--- config.mk ---
export PLATFORM = sky130hd
export DESIGN_NAME = alu_flag_reg
export DESIGN_NICKNAME = d
export VERILOG_FILES = /design/src/rtl/flag_pkg.sv /design/src/rtl/sr_flag_calc.sv /design/src/rtl/sr_cmd_decode.sv /design/src/rtl/sr_flag_store.sv /design/src/rtl/alu_flag_reg.sv
export SDC_FILE = /design/constraint.sdc
export NUM_CORES = 1
export LEC_CHECK = 0
export ABC_AREA = 1
export ABC_CLOCK_PERIOD_IN_PS = 1600
export BUFFER_PORTS_ARGS = -buffer_cell sky130_fd_sc_hd__buf_2
export CAP_MARGIN = 20
export CORE_MARGIN = 1.5
export CORE_UTILIZATION = 50
export CTS_BUF_LIST = sky130_fd_sc_hd__clkbuf_8
export CTS_CLUSTER_DIAMETER = 150
export DETAILED_ROUTE_END_ITERATION = 12
export PLACE_DENSITY = 0.83
export SLEW_MARGIN = 25
export SYNTH_ARGS = -nofsm -noshare
export SYNTH_HDL_FRONTEND = slang
export SYNTH_HIERARCHICAL = 1
export SYNTH_SLANG_ARGS = --single-unit
--- constraint.sdc ---
create_clock -name clk -period 1.6 [get_ports clk]
set_input_delay 0.24 -clock clk [delete_from_list [all_inputs] [get_ports clk]]
set_output_delay 0.24 -clock clk [all_outputs]
set_load 0.03 [all_outputs]
--- src/rtl/flag_pkg.sv ---
package flag_pkg;

   // Status bit positions (behavioural: commands address bits by index)
   localparam int unsigned FL_C = 0;
   localparam int unsigned FL_Z = 1;
   localparam int unsigned FL_N = 2;
   localparam int unsigned FL_V = 3;
   localparam int unsigned FL_S = 4;
   localparam int unsigned FL_H = 5;
   localparam int unsigned FL_NUM_ARITH = 6;

   typedef enum logic [2:0] {
      OPC_ADD    = 3'd0,
      OPC_SUB    = 3'd1,
      OPC_SHL    = 3'd2,
      OPC_SHR    = 3'd3,
      OPC_LOGIC  = 3'd4,
      OPC_INCDEC = 3'd5,
      OPC_RSV6   = 3'd6,
      OPC_RSV7   = 3'd7
   } op_class_e;

   typedef struct packed {
      logic any_we;
      logic c_we;
      logic h_we;
      logic c;
      logic z;
      logic n;
      logic v;
      logic h;
   } flag_upd_t;

endpackage

--- src/rtl/sr_flag_calc.sv ---
module sr_flag_calc
   import flag_pkg::*;
#(
   parameter int DATA_W  = 8,
   parameter int HALF_EN = 1
) (
   input  logic [2:0]        op_i,
   input  logic [DATA_W-1:0] a_i,
   input  logic [DATA_W-1:0] b_i,
   input  logic [DATA_W-1:0] r_i,
   output flag_upd_t         upd_o
);
   localparam int MSB = DATA_W - 1;
   localparam int HB  = DATA_W / 2 - 1;

   if (DATA_W < 4 || (DATA_W % 2) != 0) begin : g_bad_width
      $error("sr_flag_calc: DATA_W must be even and at least 4");
   end
   if (HALF_EN != 0 && HALF_EN != 1) begin : g_bad_half
      $error("sr_flag_calc: HALF_EN must be 0 or 1");
   end

   op_class_e op;
   logic a7, b7, r7, a3, b3, r3;
   logic add_c, add_v, add_h, sub_c, sub_v, sub_h;
   logic half_val, half_we;
   logic unused_bits;

   assign op = op_class_e'(op_i);
   assign a7 = a_i[MSB];
   assign b7 = b_i[MSB];
   assign r7 = r_i[MSB];
   assign a3 = a_i[HB];
   assign b3 = b_i[HB];
   assign r3 = r_i[HB];
   assign unused_bits = ^{a_i, b_i};

   // carry / overflow rules from sign and nibble bits
   assign add_c = (a7 & b7) | (b7 & ~r7) | (~r7 & a7);
   assign add_v = (a7 & b7 & ~r7) | (~a7 & ~b7 & r7);
   assign add_h = (a3 & b3) | (b3 & ~r3) | (~r3 & a3);
   assign sub_c = (~a7 & b7) | (b7 & r7) | (r7 & ~a7);
   assign sub_v = (a7 & ~b7 & ~r7) | (~a7 & b7 & r7);
   assign sub_h = (~a3 & b3) | (b3 & r3) | (r3 & ~a3);

   if (HALF_EN == 1) begin : g_half
      assign half_val = (op == OPC_SUB) ? sub_h : add_h;
      assign half_we  = (op == OPC_ADD) || (op == OPC_SUB);
   end else begin : g_no_half
      assign half_val = 1'b0;
      assign half_we  = 1'b0;
   end

   always_comb begin
      upd_o        = '0;
      upd_o.z      = (r_i == '0);
      upd_o.n      = r7;
      upd_o.h      = half_val;
      upd_o.h_we   = half_we;
      upd_o.any_we = 1'b1;
      unique case (op)
         OPC_ADD: begin
            upd_o.c    = add_c;
            upd_o.c_we = 1'b1;
            upd_o.v    = add_v;
         end
         OPC_SUB: begin
            upd_o.c    = sub_c;
            upd_o.c_we = 1'b1;
            upd_o.v    = sub_v;
         end
         OPC_SHL: begin
            upd_o.c    = a7;
            upd_o.c_we = 1'b1;
            upd_o.v    = r7 ^ a7;
         end
         OPC_SHR: begin
            upd_o.c    = a_i[0];
            upd_o.c_we = 1'b1;
            upd_o.v    = r7 ^ a_i[0];
         end
         OPC_LOGIC: begin
            upd_o.v    = 1'b0;
         end
         OPC_INCDEC: begin
            upd_o.v    = add_v;
         end
         default: begin
            upd_o.any_we = 1'b0;
            upd_o.h_we   = 1'b0;
         end
      endcase
   end

endmodule

--- src/rtl/sr_cmd_decode.sv ---
module sr_cmd_decode #(
   parameter int SR_W  = 8,
   parameter int IDX_W = $clog2(SR_W)
) (
   input  logic             valid_i,
   input  logic             set_i,
   input  logic [IDX_W-1:0] idx_i,
   output logic [SR_W-1:0]  set_mask_o,
   output logic [SR_W-1:0]  clr_mask_o
);
   if (IDX_W < 1 || (1 << IDX_W) < SR_W) begin : g_bad_idx
      $error("sr_cmd_decode: IDX_W too narrow for SR_W");
   end

   for (genvar i = 0; i < SR_W; i++) begin : g_bit
      logic hit;
      assign hit           = valid_i && (idx_i == IDX_W'(i));
      assign set_mask_o[i] = hit & set_i;
      assign clr_mask_o[i] = hit & ~set_i;
   end

   // at most one bit is forced per cycle
   always_comb begin
      assert ($onehot0(set_mask_o | clr_mask_o))
         else $error("a_r11_single_bit: command touched more than one bit");
   end

endmodule

--- src/rtl/sr_flag_store.sv ---
module sr_flag_store
   import flag_pkg::*;
#(
   parameter int SR_W = 8
) (
   input  logic            clk,
   input  logic            rst_n,
   input  logic            upd_en_i,
   input  flag_upd_t       upd_i,
   input  logic [SR_W-1:0] set_mask_i,
   input  logic [SR_W-1:0] clr_mask_i,
   output logic [SR_W-1:0] sr_o
);
   if (SR_W < FL_NUM_ARITH) begin : g_bad_sr
      $error("sr_flag_store: SR_W must hold all arithmetic flags");
   end

   logic [SR_W-1:0] sr_q, merged, sr_d;
   logic            load;

   assign load = upd_en_i && upd_i.any_we;

   always_comb begin
      merged = sr_q;
      if (load) begin
         merged[FL_Z] = upd_i.z;
         merged[FL_N] = upd_i.n;
         merged[FL_V] = upd_i.v;
         merged[FL_S] = upd_i.n ^ upd_i.v;
         if (upd_i.c_we) merged[FL_C] = upd_i.c;
         if (upd_i.h_we) merged[FL_H] = upd_i.h;
      end
      // commands win for the bit they name
      sr_d = (merged & ~clr_mask_i) | set_mask_i;
   end

   always_ff @(posedge clk or negedge rst_n) begin
      if (!rst_n) sr_q <= '0;
      else        sr_q <= sr_d;
   end

   assign sr_o = sr_q;

   // forced bit beats the computed value
   a_r12_cmd_wins: assert property (@(posedge clk) disable iff (!rst_n)
      (load && (set_mask_i != '0)) |=> ((sr_q & $past(set_mask_i)) == $past(set_mask_i)));

   // no load, no command -> hold
   a_r10_hold: assert property (@(posedge clk) disable iff (!rst_n)
      (!load && set_mask_i == '0 && clr_mask_i == '0) |=> $stable(sr_q));

endmodule

--- src/rtl/alu_flag_reg.sv ---
module alu_flag_reg
   import flag_pkg::*;
#(
   parameter int DATA_W  = 8,
   parameter int SR_W    = 8,
   parameter int HALF_EN = 1,
   localparam int IDX_W  = $clog2(SR_W)
) (
   input  logic              clk,
   input  logic              rst_n,
   input  logic              upd_en,
   input  logic [2:0]        op_class,
   input  logic [DATA_W-1:0] opnd_a,
   input  logic [DATA_W-1:0] opnd_b,
   input  logic [DATA_W-1:0] alu_res,
   input  logic              cmd_valid,
   input  logic              cmd_set,
   input  logic [IDX_W-1:0]  cmd_idx,
   output logic [SR_W-1:0]   status
);
   flag_upd_t       upd;
   logic [SR_W-1:0] set_mask, clr_mask;
   logic            live_q;
   logic            op_ok;

   sr_flag_calc #(.DATA_W(DATA_W), .HALF_EN(HALF_EN)) u_calc (
      .op_i  (op_class),
      .a_i   (opnd_a),
      .b_i   (opnd_b),
      .r_i   (alu_res),
      .upd_o (upd)
   );

   sr_cmd_decode #(.SR_W(SR_W), .IDX_W(IDX_W)) u_cmd (
      .valid_i    (cmd_valid),
      .set_i      (cmd_set),
      .idx_i      (cmd_idx),
      .set_mask_o (set_mask),
      .clr_mask_o (clr_mask)
   );

   sr_flag_store #(.SR_W(SR_W)) u_store (
      .clk        (clk),
      .rst_n      (rst_n),
      .upd_en_i   (upd_en),
      .upd_i      (upd),
      .set_mask_i (set_mask),
      .clr_mask_i (clr_mask),
      .sr_o       (status)
   );

   // ---------------- checks ----------------
   always_ff @(posedge clk or negedge rst_n) begin
      if (!rst_n) live_q <= 1'b0;
      else        live_q <= 1'b1;
   end

   assign op_ok = (op_class <= 3'd5);

   a_r2_zero: assert property (@(posedge clk) disable iff (!rst_n)
      (live_q && upd_en && op_ok && !cmd_valid)
         |=> (status[FL_Z] == ($past(alu_res) == '0)));

   a_r3_negative: assert property (@(posedge clk) disable iff (!rst_n)
      (live_q && upd_en && op_ok && !cmd_valid)
         |=> (status[FL_N] == $past(alu_res[DATA_W-1])));

   a_r7_sign: assert property (@(posedge clk) disable iff (!rst_n)
      (live_q && upd_en && op_ok && !cmd_valid)
         |=> (status[FL_S] == (status[FL_N] ^ status[FL_V])));

   a_r9_logic: assert property (@(posedge clk) disable iff (!rst_n)
      (live_q && upd_en && op_class == 3'd4 && !cmd_valid)
         |=> (!status[FL_V] && status[FL_C] == $past(status[FL_C])));

   a_r10_spare: assert property (@(posedge clk) disable iff (!rst_n)
      (live_q && !cmd_valid) |=> $stable(status[SR_W-1:FL_NUM_ARITH]));

   a_r11_cmd: assert property (@(posedge clk) disable iff (!rst_n)
      (live_q && cmd_valid) |=> (status[$past(cmd_idx)] == $past(cmd_set)));

endmodule

==> impl_metrics.ini <==
[status]
status = completed

[sta]
final_hold_viol_count = 0
drv_slew = 0
worst_pin_slew_ps = 283
skew_ps = 0
fin_ws_ps = 514
fin_crit_sh_pct = 67.9
rsz0062_at_grt = no
holdWs_ps = 373
setup_viol = 0
min_period_ps = 1090
tns_ps = 0
slew_headroom_pct = 80.9
max_freq_ghz = 0.920

[global_route]
grt_antenna_before_repair = 0
track_usage_pct = 22.7
grt_first_pass_wirelength_um = 3350
grt.met1_usage_pct = 29.8
busiest_layer = met2
grt_pass1_vias = 879
grt_max_degree = 10
grt_remaining_overflow = 0
grtUsageMet3_pct = 2.50
grt_use_met2_pct = 38.8

[detailed_routing]
dr.first_iter.drc_count = 21
drt_pass1_iterations = 4
final_antenna_net_count = 0
viasPerCell = 4.95
vias = 975
wl_um = 1940
drcViolationCount = 0
post_drt_wl_per_cell_um = 9.83

[pwr]
leakage_nw = 0.601
power_mw = 0.800
worst_ir_drop_vdd_v = 0.000532
p_per_area_nw_per_um2 = 783

[worst_setup_path]
cp-start-kind = input pin
cpPeakStageDelay_ps = 180
critPathKind = in -> reg
path_max_fanout = 6
crit_arrival_ps = 1200
r2r-start = u_store/sr_o[0]
crit_path_end_kind = register
cp_slowest_cell = nor2_4
rrSetupSlack_ps = 870
r2r_cells = 4
cp_common_cell = nand2_1
cp_cell_sequence = buf_2, nor2_4, nand2_1, nand2_1, inv_1, nor2_1, nor2_1, nand2_1, inv_1, nand2_1, nand3_1, nand2_1, nand2_1
r2r_end = u_store/sr_o[0]
crit_required_ps = 1710

[floorplanning]
fp-row-count = 14
die_w_um = 43.5
die-area_um2 = 1900
start_util_pct = 53.9
core_area_um2 = 1520
die_h_um = 43.5
io_pins = 43

[worst_hold_path]
min_path_cells = 4
worstHoldEndpoint = u_store/sr_o[1]
hold_class = in -> reg
hp-start = alu_res[3]

[cells_and_area]
layout_commonest_cell = nand2_1
final_nets = 218
stdcell_count = 197
area_growth_pct = 24.4
largest_register_ff_count = 8
num_antenna_cells = 0
final_util_pct = 67.1
most-common-layout-cells = 46 x nand2_1, 32 x inv_1, 31 x buf_2, 20 x nor2_1, 10 x nand3_1
n_fill_cell = 157
design_area_um2 = 1020
drive_gt1_share_pct = 21.5

[placement]
dpl_worst_slack_ps = 294
port_buffers = 31
gp_congestion = 0.827
hpwl_um = 1510
place_inst = 193
dpl_cell_area_um2 = 971

[clocking]
cts_buffers = 3
cts_sinks = 8
cts_setup_buffers = 0
clk_path_buf_depth = 2
clkLatencyLatePin_ps = 230
clk_pin_slew_worst_paths_ps = 40
h-tree-depth = 1
cts_tree = done
clockRootBuffer = clkbuf_8

[synthesis]
ys_ff_latch = 8
synth.avg_cell_area_um2 = 5.52
ys_warn_count = 6
synth_cell_types = 20
syn_area_um2 = 822
yosysSeqAreaShare_pct = 24.4
syn_nets = 184
postSynthCellCount = 149

[run]
maxCapViolCount = 0
-- power by group --
group | switching, mW | internal (mW) | total, mW
Sequential | 0.0170 | 0.240 | 0.257
Combinational | 0.204 | 0.101 | 0.305
Clock | 0.0757 | 0.163 | 0.238
Total | 0.297 | 0.503 | 0.800
-- kinds of logic (layout without fill, tap and decap cells) --
logic type / Yosys count / in the layout / synth area share, %
buffers and inverters: 38 / 70 / 19.2
DFF: 8 / 8 / 24.4
AOI/OAI and AO/OA: 8 / 8 / 6.09
and+or+nand+nor: 95 / 95 / 50.4
-- layout make-up --
type	instances	area, µm²	share of cell area (%)
multi-input combinational	103	464	45.4
sequential	8	200	19.6
timing repair buffer	32	165	16.2
inverter	35	131	12.9
clock buffer	3	41.3	4.04
tap	16	20.0	1.96
-- Yosys cell counts --
| cell | count | area share (%) |
|---|---|---|
| a21oi_1 | 3 | 1.8 |
| buf_4 | 2 | 1.8 |
| buf_6 | 1 | 1.4 |
| clkinv_1 | 1 | 0.46 |
| dfrtp_1 | 8 | 24 |
| inv_1 | 32 | 15 |
| inv_2 | 2 | 0.91 |
| nand2_1 | 46 | 21 |
| nand2_2 | 1 | 0.76 |
| nand3_1 | 10 | 6.1 |
| nand3b_1 | 2 | 1.8 |
| nand4_1 | 5 | 3.8 |
| nor2_1 | 20 | 9.1 |
| nor2_4 | 1 | 1.4 |
| nor3_1 | 8 | 4.9 |
| nor4_1 | 1 | 0.76 |
| o211ai_1 | 1 | 0.91 |
| o21ai_0 | 1 | 0.61 |
| o21bai_1 | 3 | 2.7 |
| or2_2 | 1 | 0.76 |
-- what timing repair did --
action                    in CTS  in global routing
resized for setup              0                  0
hold buffers                   1                  0
hold endpoints to repair       8                  0
-- metal layers --
metal  part of all wire (%)  vias up
met5                      0        -
met3                    4.2        0
met1                     46      424
met4                      0        0
met2                     50       31
li1                       -      520
-- critical path, delay by kind of cell --
family	cells	cell delay, ps
AND/OR/NAND/NOR	10	740
buffers and inverters	3	230
-- worst max-delay path by stage --
stage	startpoint	end	slack, ps	depth (start not counted)
2_1_floorplan	op_class[2]	u_store/sr_o[5]	560	9
3_3_place_gp	op_class[2]	u_store/sr_o[4]	320	11
3_5_place_dp	alu_res[7]	u_store/sr_o[4]	290	13
4_1_cts	alu_res[7]	u_store/sr_o[4]	530	13
5_1_grt	alu_res[7]	u_store/sr_o[4]	410	13
6_report	op_class[2]	u_store/sr_o[4]	510	13
Power figures use the tool's default switching activity.
